$ cat src/rtl/blkread_pkg.sv
package blkread_pkg;

    localparam int CODE_W = 3;
    localparam logic [CODE_W-1:0] CODE_NONE   = 3'd0;
    localparam logic [CODE_W-1:0] CODE_IGNORE = 3'd7;

    typedef enum logic {
        SEQ_IDLE,
        SEQ_READ
    } seq_state_e;

    typedef struct packed {
        logic go;
        logic pass;
        logic clr_mon;
        logic clr_tok;
        logic clr_trig;
    } tok_cmd_t;

    function automatic logic code_in_range(input logic [CODE_W-1:0] code,
                                           input logic [CODE_W-1:0] hi);
        return (code != CODE_NONE) && (code <= hi);
    endfunction

endpackage

$ cat src/rtl/blkread_decode.sv
module blkread_decode
    import blkread_pkg::*;
#(
    parameter int N_CHAN = 5,
    parameter int N_BLK  = 4,
    parameter int CELLS  = 256,
    parameter int ADDR_W = 11
) (
    input  logic [CODE_W-1:0] chan_sel,
    input  logic [CODE_W-1:0] blk_code,
    output tok_cmd_t          cmd,
    output logic [ADDR_W-1:0] base_addr
);
    localparam int BLK_LEN = CELLS / N_BLK;
    localparam logic [CODE_W-1:0] CH_MAX      = CODE_W'(N_CHAN);
    localparam logic [CODE_W-1:0] CH_CLR_MON  = CODE_W'(N_CHAN + 1);
    localparam logic [CODE_W-1:0] BK_MAX      = CODE_W'(N_BLK);
    localparam logic [CODE_W-1:0] BK_CLR_TOK  = CODE_W'(N_BLK + 1);
    localparam logic [CODE_W-1:0] BK_CLR_TRIG = CODE_W'(N_BLK + 2);

    logic              ign;
    logic              ch_ok;
    logic              bk_ok;
    logic [CODE_W-1:0] ch_m1;
    logic [CODE_W-1:0] bk_m1;

    always_comb begin
        ign   = (chan_sel == CODE_IGNORE) || (blk_code == CODE_IGNORE);
        ch_ok = code_in_range(chan_sel, CH_MAX);
        bk_ok = code_in_range(blk_code, BK_MAX);

        cmd.go       = !ign && ch_ok && bk_ok;
        cmd.pass     = !ign && !(ch_ok && bk_ok);
        cmd.clr_mon  = !ign && (chan_sel == CH_CLR_MON);
        cmd.clr_tok  = !ign && (blk_code == BK_CLR_TOK);
        cmd.clr_trig = !ign && (blk_code == BK_CLR_TRIG);

        ch_m1     = chan_sel - CODE_W'(1);
        bk_m1     = blk_code - CODE_W'(1);
        base_addr = ADDR_W'(ch_m1) * ADDR_W'(CELLS)
                  + ADDR_W'(bk_m1) * ADDR_W'(BLK_LEN);
    end

endmodule

$ cat src/rtl/blkread_ctrl.sv
module blkread_ctrl
    import blkread_pkg::*;
#(
    parameter int BLK_LEN = 64,
    parameter int ADDR_W  = 11
) (
    input  logic              clk,
    input  logic              rst,
    input  logic              tok_in,
    input  tok_cmd_t          cmd,
    input  logic [ADDR_W-1:0] base_addr,
    output logic              rd_en,
    output logic [ADDR_W-1:0] rd_addr,
    output logic              rd_last,
    output logic              busy,
    output logic              pass_q,
    output logic              clr_mon,
    output logic              clr_tok,
    output logic              clr_trig
);
    localparam int CNT_W = $clog2(BLK_LEN);
    localparam logic [CNT_W-1:0] LAST_IDX = CNT_W'(BLK_LEN - 1);

    seq_state_e        state_q;
    logic [CNT_W-1:0]  cnt_q;
    logic [ADDR_W-1:0] addr_q;

    always_ff @(posedge clk) begin
        if (rst) begin
            state_q  <= SEQ_IDLE;
            cnt_q    <= '0;
            addr_q   <= '0;
            pass_q   <= 1'b0;
            clr_mon  <= 1'b0;
            clr_tok  <= 1'b0;
            clr_trig <= 1'b0;
        end else begin
            pass_q   <= 1'b0;
            clr_mon  <= 1'b0;
            clr_tok  <= 1'b0;
            clr_trig <= 1'b0;
            case (state_q)
                SEQ_IDLE: begin
                    if (tok_in) begin
                        pass_q   <= cmd.pass;
                        clr_mon  <= cmd.clr_mon;
                        clr_tok  <= cmd.clr_tok;
                        clr_trig <= cmd.clr_trig;
                        if (cmd.go) begin
                            state_q <= SEQ_READ;
                            cnt_q   <= '0;
                            addr_q  <= base_addr;
                        end
                    end
                end
                SEQ_READ: begin
                    cnt_q  <= cnt_q + CNT_W'(1);
                    addr_q <= addr_q + ADDR_W'(1);
                    if (cnt_q == LAST_IDX) begin
                        state_q <= SEQ_IDLE;
                    end
                end
                default: state_q <= SEQ_IDLE;
            endcase
        end
    end

    always_comb begin
        busy    = (state_q == SEQ_READ);
        rd_en   = busy;
        rd_addr = addr_q;
        rd_last = busy && (cnt_q == LAST_IDX);
    end

    // consecutive requests step the address by one
    assert_addr_step_R2: assert property (@(posedge clk) disable iff (rst)
        rd_en && !rd_last |=> rd_en && (rd_addr == $past(rd_addr) + ADDR_W'(1)));

    // the request run ends right after the last block word
    assert_blk_len_R3: assert property (@(posedge clk) disable iff (rst)
        rd_en && rd_last |=> !rd_en);

    // a token seen while reading produces no command
    assert_busy_ignore_R11: assert property (@(posedge clk) disable iff (rst)
        busy && tok_in |=> !pass_q && !clr_mon && !clr_tok && !clr_trig);

endmodule

$ cat src/rtl/blkread_out.sv
module blkread_out #(
    parameter int WORD_W = 12,
    parameter int RD_LAT = 1
) (
    input  logic              clk,
    input  logic              rst,
    input  logic              rd_en,
    input  logic              rd_last,
    input  logic [WORD_W-1:0] rd_data,
    input  logic              oe_n,
    input  logic              pass_q,
    output logic [WORD_W-1:0] bus_data,
    output logic              bus_oe,
    output logic              bus_valid,
    output logic              tok_out
);
    logic [RD_LAT-1:0] v_sr;
    logic [RD_LAT-1:0] l_sr;
    logic              rsp_v;
    logic              rsp_l;
    logic [WORD_W-1:0] bus_q;
    logic              bus_v;
    logic              bus_l;
    logic              end_tok;

    generate
        if (RD_LAT == 1) begin : g_lat_one
            always_ff @(posedge clk) begin
                if (rst) begin
                    v_sr <= '0;
                    l_sr <= '0;
                end else begin
                    v_sr[0] <= rd_en;
                    l_sr[0] <= rd_last;
                end
            end
        end else begin : g_lat_multi
            always_ff @(posedge clk) begin
                if (rst) begin
                    v_sr <= '0;
                    l_sr <= '0;
                end else begin
                    v_sr <= {v_sr[RD_LAT-2:0], rd_en};
                    l_sr <= {l_sr[RD_LAT-2:0], rd_last};
                end
            end
        end
    endgenerate

    assign rsp_v = v_sr[RD_LAT-1];
    assign rsp_l = l_sr[RD_LAT-1];

    always_ff @(posedge clk) begin
        if (rst) begin
            bus_q   <= '0;
            bus_v   <= 1'b0;
            bus_l   <= 1'b0;
            end_tok <= 1'b0;
        end else begin
            bus_q   <= rsp_v ? rd_data : '0;
            bus_v   <= rsp_v;
            bus_l   <= rsp_v && rsp_l;
            end_tok <= bus_v && bus_l;
        end
    end

    always_comb begin
        bus_valid = bus_v;
        bus_oe    = bus_v && !oe_n;
        bus_data  = bus_oe ? bus_q : '0;
        tok_out   = end_tok || pass_q;
    end

    // every returned word lands in the bus stage one cycle later
    assert_word_stage_R4: assert property (@(posedge clk) disable iff (rst)
        rsp_v |=> bus_v && (bus_q == $past(rd_data)));

    // the token follows the final word
    assert_tok_after_last_R5: assert property (@(posedge clk) disable iff (rst)
        bus_v && bus_l |=> tok_out);

endmodule

$ cat src/rtl/blkread_seq.sv
module blkread_seq
    import blkread_pkg::*;
#(
    parameter int WORD_W = 12,
    parameter int N_CHAN = 5,
    parameter int N_BLK  = 4,
    parameter int CELLS  = 256,
    parameter int RD_LAT = 1,
    localparam int ADDR_W  = $clog2(N_CHAN * CELLS),
    localparam int BLK_LEN = CELLS / N_BLK
) (
    input  logic              clk,
    input  logic              rst,
    input  logic              tok_in,
    input  logic [2:0]        chan_sel,
    input  logic [2:0]        blk_code,
    input  logic              oe_n,
    output logic              rd_en,
    output logic [ADDR_W-1:0] rd_addr,
    input  logic [WORD_W-1:0] rd_data,
    output logic [WORD_W-1:0] bus_data,
    output logic              bus_oe,
    output logic              bus_valid,
    output logic              tok_out,
    output logic              clr_mon,
    output logic              clr_tok,
    output logic              clr_trig
);
    tok_cmd_t          cmd;
    logic [ADDR_W-1:0] base_addr;
    logic              rd_last;
    logic              busy;
    logic              pass_q;

    blkread_decode #(
        .N_CHAN (N_CHAN),
        .N_BLK  (N_BLK),
        .CELLS  (CELLS),
        .ADDR_W (ADDR_W)
    ) u_decode (
        .chan_sel  (chan_sel),
        .blk_code  (blk_code),
        .cmd       (cmd),
        .base_addr (base_addr)
    );

    blkread_ctrl #(
        .BLK_LEN (BLK_LEN),
        .ADDR_W  (ADDR_W)
    ) u_ctrl (
        .clk       (clk),
        .rst       (rst),
        .tok_in    (tok_in),
        .cmd       (cmd),
        .base_addr (base_addr),
        .rd_en     (rd_en),
        .rd_addr   (rd_addr),
        .rd_last   (rd_last),
        .busy      (busy),
        .pass_q    (pass_q),
        .clr_mon   (clr_mon),
        .clr_tok   (clr_tok),
        .clr_trig  (clr_trig)
    );

    blkread_out #(
        .WORD_W (WORD_W),
        .RD_LAT (RD_LAT)
    ) u_out (
        .clk       (clk),
        .rst       (rst),
        .rd_en     (rd_en),
        .rd_last   (rd_last),
        .rd_data   (rd_data),
        .oe_n      (oe_n),
        .pass_q    (pass_q),
        .bus_data  (bus_data),
        .bus_oe    (bus_oe),
        .bus_valid (bus_valid),
        .tok_out   (tok_out)
    );

    // a code of 7 in either field leaves everything quiet
    assert_ignore_seven_R10: assert property (@(posedge clk) disable iff (rst)
        !busy && tok_in && (chan_sel == CODE_IGNORE || blk_code == CODE_IGNORE)
        |=> !rd_en && !pass_q && !clr_mon && !clr_tok && !clr_trig);

    // channel code 6 on an idle token always clears the monitor
    assert_monitor_clear_R7: assert property (@(posedge clk) disable iff (rst)
        !busy && tok_in && (chan_sel == 3'd6) && (blk_code != CODE_IGNORE)
        |=> clr_mon && !rd_en);

endmodule

$ cat config.mk
export PLATFORM = sky130hd
export DESIGN_NAME = blkread_seq
export DESIGN_NICKNAME = d
export VERILOG_FILES = /design/src/rtl/blkread_pkg.sv /design/src/rtl/blkread_decode.sv /design/src/rtl/blkread_ctrl.sv /design/src/rtl/blkread_out.sv /design/src/rtl/blkread_seq.sv
export SDC_FILE = /design/constraint.sdc
export NUM_CORES = 1
export LEC_CHECK = 0
export ABC_AREA = 1
export BUFFER_PORTS_ARGS = -buffer_cell sky130_fd_sc_hd__buf_4
export CORE_UTILIZATION = 35
export CTS_CLUSTER_DIAMETER = 200
export DETAILED_ROUTE_END_ITERATION = 8
export SYNTH_ARGS = -nofsm -noshare
export SYNTH_HDL_FRONTEND = slang
export SYNTH_HIERARCHICAL = 1
export SYNTH_SLANG_ARGS = --single-unit
$ cat constraint.sdc
create_clock -name clk -period 1.35 [get_ports clk]
set_input_delay 0 -clock clk [delete_from_list [all_inputs] [get_ports clk]]
set_output_delay 0 -clock clk [all_outputs]
set_load 0.01 [all_outputs]
==> results.md, run 1 <==
- FF-to-FF setup slack: 0.12 ns
- Cells after DPL: 446
- WL met1: 2090 µm
- Final min period: 1.23 ns
- RSZ-0062 raised after global routing: no
- Routed vias: 1979
- DP Area: about 2700 µm²
- Worst path slowest cell: dfxtp_1
- Tcrit/Tclk final: 0.911
- CP endpoint kind: register
- Max Slew Vio Count: 0
- Utilization after layout: 0.498
- First-pass iteration count of the detailed router: 4
- Nets: 424
- CP required: 1.58 ns
- Area of the core: between 5000 and 6000 µm²
- Worst path max stage delay: ~0.34 ns
- Synthesized area per cell: 6.94 µm²
- Clk sinks: 39
- Routed WL per cell: between 9 and 10 µm
- GR Overflow Total: 0
- Setup-failing EPs final: 0
- Share of cells above drive strength 1: 0.297
- Rows: 28
- DR DRC count: 0
- Starting Density: 0.365
- CTS tree: yes
- Max layer used: met4
- P_leak: between 1 and 1.5 nW
- Worst Path Max Fanout: 5
- CTS buffer count: 5
- Number of distinct library cells after synthesis: 33
- Internal: ~2.0 mW
- DR WL met3: 285 µm
- Die footprint: 6490 µm²
- Clock transition at path regs: 0.08 ns
- IO buf count: between 50 and 60
- VDD IR max: 428 µV
- Drt initial violations: 39
- Gate Count Post-Synth: 311
- Post-DP HPWL: approximately 3400 µm
- Antenna cells: 0
- Final Skew: 0.00967 ns
- Critical path origin: u_ctrl/rd_addr[0]
- Largest net degree at the start of global routing: 20
- CP endpoint: u_ctrl/rd_addr[10]
- Vias in the first global route: around 1800
- Die Y: 80.6 µm
- Net Switching: about 620 µW
- Post-Layout Cell Count: 466
- Synthesized cell area: about 2200 µm²
- WP data arrival: approximately 1.5 ns
- Post-synthesis register bit count: 39
- Area Growth Syn to Fin: 36.5%
- CP Depth: 7
- Max clock buf depth: 2
- Final Hold Viols: 0
- Power share of the combinational group: 0.156
- Post-route cell area: 2950 µm²
- Met2 wire length: ~2200 µm
- Htree depth: 2
- Worst r2r path cells: 7
- Clock Root Buffer: clkbuf_8
- Critical path type: reg2reg
- Tot GR Track Use: 0.155
- Reg2reg start: u_ctrl/rd_addr[0]
- Hold WC Path Type: in2reg
- Routed Antenna Nets: 0
- Ys async rst share: 0
- Post-CTS setup buffer count: 0
- CP Buf/Inv Count: 0
- Status: completed
- Switching share of power: 0.239
- Synth Flop Type: dfxtp_1
- First-pass GRT wire length: 7700 µm
- Sequential power share: 0.462
- Final hold slack: 0.0469 ns
- Clock latency at the later pin of the worst-skew pair: a little under 0.3 ns
- Initial antenna violation count: 0
- Maxcap violations: 0
- Worst flop-to-flop path endpoint: u_ctrl/rd_addr[10]
- CP delay by family, top: simple AND/OR/NAND/NOR gates
- Chip Width: 80.6 µm
- Sequential share of the synthesized area: 0.362
- Post-synth EDFFs: 0
- Final GP Congestion: 0.763
- Post-Route WL: about 4600 µm
- Critical Path Most Common Cell: nand2_1
- Max Clk Rate: between 0.8 and 0.9 GHz
- Power Dens Cells: slightly below 900 nW/µm²
- Vias per cell: 4.25
- Clock Power Share: 0.382
- Top Ports: 52
- Synth Warn #: 6
- CP cell instances: ha_1, nand2_1, nor2_4, nand2_1, nand2_1, nand3_1, a21oi_2
- Worst setup SP type: register
==> placed cells by master, fill, tap and decap left out, types with 5 or more instances in the layout <==
cell	instances
a21oi_1	6
a21oi_2	6
buf_4	67
clkbuf_8	6
conb_1	6
dfxtp_1	37
dlygate4sd3_1	12
ha_1	11
inv_1	65
inv_2	8
nand2_1	59
nand2_2	5
nand3_1	17
nor2_1	45
o21ai_0	9
o21ai_2	7
==> through the flow <==
step	worst slack [ns]	power [mW]	setup TNS [ns]
floorplan	0.0826	1.45	0
detailed placement	-0.139	1.61	-0.662
global route	0.000296	2.75	0
global placement	-0.0626	1.61	-0.138
CTS	0.0595	2.65	0
finish	0.120	2.61	0
==> final cells by class <==
class | instances | area (µm²)
clock inverter | 2 | 35.0
multi-input combinational | 190 | 1030
fill | 601 | 2970
clock buffer | 6 | 82.6
inverter | 74 | 280
tap | 75 | 93.8
timing repair buffer | 80 | 643
sequential | 39 | 783
==> cell usage after synthesis (all sizes together), types with 2 or more instances <==
cell / count / share of area
a21oi: 12 / 0.038
o21ai: 17 / 0.052
inv: 74 / 0.13
dfxtp: 39 / 0.36
a31oi: 2 / 0.0058
ha: 12 / 0.070
buf: 12 / 0.049
or2: 2 / 0.0058
nor3: 2 / 0.0070
nand3: 19 / 0.046
nor2: 48 / 0.089
nand2: 65 / 0.12
==> sequential cells by signal (all words and copies together) (netlist names) <==
| register | count |
|---|---|
| u_ctrl/busy | 1 |
| u_ctrl/clr_mon | 1 |
| u_ctrl/clr_tok | 1 |
| u_ctrl/clr_trig | 1 |
| u_ctrl/cnt_q | 6 |
| u_ctrl/pass_q | 1 |
| u_ctrl/rd_addr | 11 |
| u_out/bus_l | 1 |
| u_out/bus_q | 12 |
| u_out/bus_valid | 1 |
| u_out/end_tok | 1 |
| u_out/l_sr | 1 |
| u_out/rsp_v | 1 |
==> cells by family (layout without fill, tap and decap cells) <==
family | count (synthesis) | in the layout | synth area share
DFF | 39 | 39 | 0.362
other | 1 | 6 | 0.00174
adders and majority gates | 12 | 12 | 0.0695
AOI/OAI and AO/OA | 34 | 34 | 0.108
xor gates and xnor gates | 1 | 1 | 0.00406
buffers and inverters | 87 | 162 | 0.180
and+or+nand+nor | 137 | 137 | 0.275
==> worst min path at each step <==
| stage | start | endpoint | slack, ns | cells past startpoint |
|---|---|---|---|---|
| floorplan | rst | u_ctrl/cnt_q[4] | 0.07 | 1 |
| global placement | rd_data[5] | u_out/bus_q[5] | 0.21 | 3 |
| detailed placement | rd_data[3] | u_out/bus_q[3] | 0.22 | 3 |
| CTS | rst | u_ctrl/rd_addr[9] | 0.04 | 2 |
| global route | rst | u_ctrl/rd_addr[5] | 0.05 | 2 |
| finish | rst | u_ctrl/rd_addr[6] | 0.05 | 2 |
==> per-layer routing <==
| metal | vias up | track usage |
|---|---|---|
| met2 | 48 | 0.277 |
| met5 | - | 0 |
| met1 | 856 | 0.172 |
| met3 | 5 | 0.0375 |
| met4 | 0 | 0.0696 |
| li1 | 1070 | - |
==> power by group through the flow <==
| stage | logic [mW] | clock network, mW | registers [mW] |
|---|---|---|---|
| 4_1_cts | 0.408 | 1.04 | 1.20 |
| 3_3_place_gp | 0.376 | 0 | 1.23 |
| 5_1_grt | 0.455 | 1.09 | 1.21 |
| 6_report | 0.406 | 0.995 | 1.20 |
| 2_1_floorplan | 0.208 | 0 | 1.24 |
| 3_5_place_dp | 0.378 | 0 | 1.23 |
==> repair_timing <==
item / in CTS / in global routing
endpoints found under the hold margin: 12 / 0
endpoints found under the setup margin: 0 / 4
gates resized for setup: 0 / 7
hold buffers: 12 / 0
(Power assumes the default switching activity.)
==> run 2, diff against run 1 <==
CORE_UTILIZATION = 48   (was 35)
PLACE_DENSITY = 0.76   (was default)
==> run 2 against run 1 <==
  * Core utilization grew 17 points
  * First-iteration DRC count rose by 140%
  * Clock skew down 0.0044 ns
  * Total power down 0.50%
  * Hold slack better by 0.0012 ns
  * Global-route usage is 5.3 points higher
  * Register-to-register slack barely moved
  * Clock power down 2%
  * Fmax shrank 0.56%
  * Sequential power is essentially flat
  * Critical path depth is the same
  * Non-clock buffer count is 1 higher
  * Critical endpoint is now u_ctrl/rd_addr[8]
  * Highest routed layer unchanged
==> results.md, run 2 (synthesis gave the netlist of run 1 again) <==
- Status: completed
- Clock latency at the later pin of the worst-skew pair: roughly 0.29 ns
- Post-CTS setup buffer count: 0
- Final GP Congestion: 0.844
- Die Y: 69.1 µm
- Drt initial violations: 94
- Clock transition at path regs: approximately 0.080 ns
- Top Ports: 52
- Setup-failing EPs final: 0
- Vias per cell: 4.54
- Final Hold Viols: 0
- Final min period: 1.24 ns
- Clock Root Buffer: clkbuf_8
- Rows: 24
- Max Slew Vio Count: 0
- Total power: 2.59 mW
- Routed vias: 2014
- CP endpoint kind: register
- Clk sinks: 39
- DR DRC count: 0
- CTS buffer count: 5
- Maxcap violations: 0
- Setup TNS: 0 ns
- Die footprint: 4770 µm²
- Reg with most FFs: u_out/bus_q
- Vias in the first global route: between 1500 and 2000
- Routed WL per cell: 10.5 µm
- Post-DP HPWL: 3230 µm
- WP data arrival: between 1 and 1.5 ns
- Worst setup SP type: register
- Max clock buf depth: 2
- Fin worst setup slack: about 0.11 ns
- First-pass GRT wire length: around 8100 µm
- First-pass iteration count of the detailed router: 4
- Area Growth Syn to Fin: 34.6%
- Tcrit/Tclk final: 0.916
- Starting Density: 0.499
- Routed Antenna Nets: 0
- Most frequent cells in the layout: buf_4 (68), inv_1 (65), nand2_1 (59)
- CTS tree: yes
- Largest net degree at the start of global routing: 20
- IO buf count: 51
- Commonest non-fill, non-tap cell in the layout: buf_4
- Power Dens Cells: 892 nW/µm²
- VDD IR max: 665 µV
- Antenna cells: 0
- Tot GR Track Use: 0.208
- Area of the core: between 4000 and 5000 µm²
- Initial antenna violation count: 0
- Share of cells above drive strength 1: 0.291
- Htree depth: 2
- GR Overflow Total: 0
- Nets: between 400 and 500
- Fillers: 373
- Critical path type: reg2reg
- Max Clk Rate: between 0.8 and 0.9 GHz
- Max reg flops: 12
- P_leak: 1.42 nW
- Final Skew: 0.00527 ns
- Worst slack, placed: -0.128 ns
- Post-Route WL: 4670 µm
- FF-to-FF setup slack: 0.11 ns
- Worst Path Max Fanout: 5
- Chip Width: 69.1 µm
- Hold WC Path Type: in2reg
- CP required: 1.59 ns
==> run 2: final cells by class <==
type,count,area [µm²],area share
Clock buffer,5,68.8,0.0237
Multi-Input combinational cell,190,1020,0.350
Sequential cell,39,782,0.269
Inverter,74,280,0.0964
Tap cell,52,65.1,0.0224
Timing Repair Buffer,81,651,0.224
Clock inverter,3,43.8,0.0151
==> run 2: final timing paths <==
kind,from,end,cells past startpoint
worst min register to register,u_out/l_sr,u_out/bus_l,2
worst max-delay path,u_ctrl/rd_addr[0],u_ctrl/rd_addr[8],7
worst max register to register,u_ctrl/rd_addr[0],u_ctrl/rd_addr[8],7
worst min-delay path,rst,u_ctrl/rd_addr[10],2
==> run 2: what timing repair did <==
item	4_1_cts	5_1_grt
endpoints found under the hold margin	12	0
gates resized for setup	0	3
hold buffers	12	0
endpoints found under the setup margin	0	12
==> run 2: worst max-delay path, cell delays in order (launching register included) <==
cell,delay [ns]
dfxtp_1,0.34
ha_1,0.19
nand2_1,0.15
nor2_4,0.18
nand2_1,0.07
nand2_1,0.06
nand3_1,0.08
a21oi_2,0.11
==> run 2: power by group <==
| group | internal (mW) | switching, mW | leakage [nW] |
|---|---|---|---|
| Clock | 0.550 | 0.430 | 0.0581 |
| Combinational | 0.205 | 0.201 | 1.04 |
| Sequential | 1.18 | 0.0271 | 0.316 |
==> run 2: metal layers <==
metal  vias up  part of all wire  GRT usage
met5         -                 0          0
met4         0             0.012     0.0680
met1       889              0.45      0.242
met2        47              0.50      0.369
met3         6             0.045     0.0541
li1       1072                 -          -
==> run 2: stage by stage <==
| step | hold WS (ns) | std cells | cell area, µm² | util |
|---|---|---|---|---|
| 2_1_floorplan | 0.0695 | 316 | 2180 | - |
| 3_3_place_gp | 0.214 | 424 | 2670 | 0.616 |
| 3_5_place_dp | 0.221 | 424 | 2670 | 0.616 |
| 4_1_cts | 0.0331 | 444 | 2900 | 0.670 |
| 5_1_grt | 0.0404 | 444 | 2910 | 0.672 |
| 6_report | 0.0480 | 444 | 2910 | 0.672 |
==> run 3, diff against run 2 <==
BUFFER_PORTS_ARGS = -buffer_cell sky130_fd_sc_hd__buf_2   (was -buffer_cell sky130_fd_sc_hd__buf_4)
CORE_UTILIZATION = 55   (was 48)
PLACE_DENSITY = 0.82   (was 0.76)
clock period = 1.5 ns   (was 1.35 ns; I/O delays follow)
==> run 3 against run 2 <==
  * Core utilization is 4.9 points higher
  * Global-route usage is 3.5 points higher
  * Total power is 19% lower
  * Sequential share of layout area is 2.3 points higher
  * Clock power is 30% lower
  * Critical endpoint is now u_ctrl/rd_addr[10]
  * Largest cell class unchanged
  * Highest routed layer unchanged
==> results.md, run 3 (synthesis gave the netlist of run 1 again) <==
- Switching share of power: 0.271
- Post-Layout Cell Count: 433
- First-pass GRT wire length: about 7800 µm
- Rows: 22
- Max reg flops: 12
- Clock transition at path regs: 0.08 ns
- CTS buffer count: 5
- First-pass iteration count of the detailed router: 4
- CP endpoint kind: register
- Vias per cell: 4.61
- Vias in the first global route: about 1900
- CTS tree: yes
- Final GP Congestion: roughly 0.86
- Most frequent cells in the layout: inv_1 (65), nand2_1 (60), buf_2 (51)
- Net Switching: ~570 µW
- Area of the core: 3720 µm²
- Final Hold Viols: 0
- Worst Path Max Fanout: 5
- Hold Startpoint: chan_sel[2]
- Power Dens Cells: 781 nW/µm²
- Max Slew Vio Count: 0
- Worst slack, placed: between 0.01 and 0.015 ns
- Routed vias: 1996
- Top Ports: 52
- Commonest non-fill, non-tap cell in the layout: inv_1
- Power share of the combinational group: 0.153
- Hold WC Path Type: in2reg
- Clk sinks: 39
- Max clock buf depth: 2
- Largest net degree at the start of global routing: 16
- Routed WL per cell: roughly 11 µm
- Post-route cell area: ~2700 µm²
- Critical path type: reg2reg
- Setup TNS: 0 ns
- Status: completed
- Final Skew: 0.00632 ns
- Max Clk Rate: around 0.76 GHz
- P_leak: 1.35 nW
- DP Area: roughly 2500 µm²
- IO buf count: 51
- VDD IR max: 454 µV
- Die Y: 64.7 µm
- Maxcap violations: 0
- Nets: approximately 420
- Post-Route WL: around 4600 µm
- Drt initial violations: 95
- Clock Root Buffer: clkbuf_8
- CP required: 1.73 ns
- Final min period: 1.31 ns
- Post-DP HPWL: 3220 µm
- Final hold slack: 0.0581 ns
- Sequential power share: 0.518
- Chip Width: ~65 µm
- WP data arrival: ~1.5 ns
- Fin worst setup slack: between 0.15 and 0.2 ns
- Htree depth: 2
- Worst setup SP type: register
- Area Growth Syn to Fin: 24.2%
- Tot GR Track Use: 0.243
- Fillers: about 310
- Initial antenna violation count: 0
- Share of cells above drive strength 1: 0.270
- Total power: 2.09 mW
- Cells after DPL: 412
- Utilization after layout: 0.722
- Reg with most FFs: u_out/bus_q
- RSZ-0062 raised after global routing: no
- Clock latency at the later pin of the worst-skew pair: 0.29 ns
- Setup-failing EPs final: 0
- Reg2reg start: u_ctrl/rd_addr[1]
- DR DRC count: 0
- Starting Density: 0.581
- Die footprint: about 4200 µm²
- GR Overflow Total: 0
- Antenna cells: 0
- Internal: 1.53 mW
- Routed Antenna Nets: 0
- Clock Power Share: 0.329
- Critical path origin: u_ctrl/rd_addr[1]
- Tcrit/Tclk final: 0.873
- FF-to-FF setup slack: ~0.19 ns
- Post-CTS setup buffer count: 0
-- run 3: path summary, 6_finish.rpt --
kind / endpoint / depth (start not counted)
worst max register to register: u_ctrl/rd_addr[10] / 7
worst max-delay path: u_ctrl/rd_addr[10] / 7
worst min-delay path: u_ctrl/clr_mon / 5
worst min register to register: u_out/bus_l / 2
-- run 3: layout make-up --
type                            instances  area, µm²  area share
Clock inverter                          2       12.5     0.00467
Multi-Input combinational cell        190       1010       0.378
Inverter                               74        280       0.105
Clock buffer                            6       72.6      0.0271
Sequential cell                        39        782       0.292
Tap cell                               48       60.1      0.0224
Timing Repair Buffer                   74        460       0.172
-- run 3: power by group through the flow --
stage | Clock (mW) | Sequential [mW] | Combinational [mW]
floorplan | 0 | 1.11 | 0.187
global placement | 0 | 1.11 | 0.282
detailed placement | 0 | 1.11 | 0.291
CTS | 0.703 | 1.08 | 0.318
global route | 0.743 | 1.09 | 0.359
finish | 0.689 | 1.08 | 0.321
-- run 3: what timing repair did --
action                                  in CTS  in global routing
resized for setup                            0                  2
hold endpoints to repair                    14                  0
endpoints found under the setup margin       0                  2
hold buffers                                13                  0
-- run 3: per-layer routing --
| metal | global-route usage | up-vias | routed length [µm] |
|---|---|---|---|
| met5 | 0 | - | 0 |
| met4 | 0.106 | 0 | 68 |
| met3 | 0.0493 | 9 | 165 |
| met2 | 0.433 | 49 | 2270 |
| met1 | 0.279 | 879 | 2140 |
| li1 | - | 1059 | - |
-- run 3: critical path, stage by stage (launching register included) --
cell,delay (ns)
dfxtp_2,0.37
ha_1,0.19
nand2_1,0.15
nor2_4,0.20
nand2_1,0.08
nand2_1,0.06
nand3_1,0.09
a21oi_2,0.12
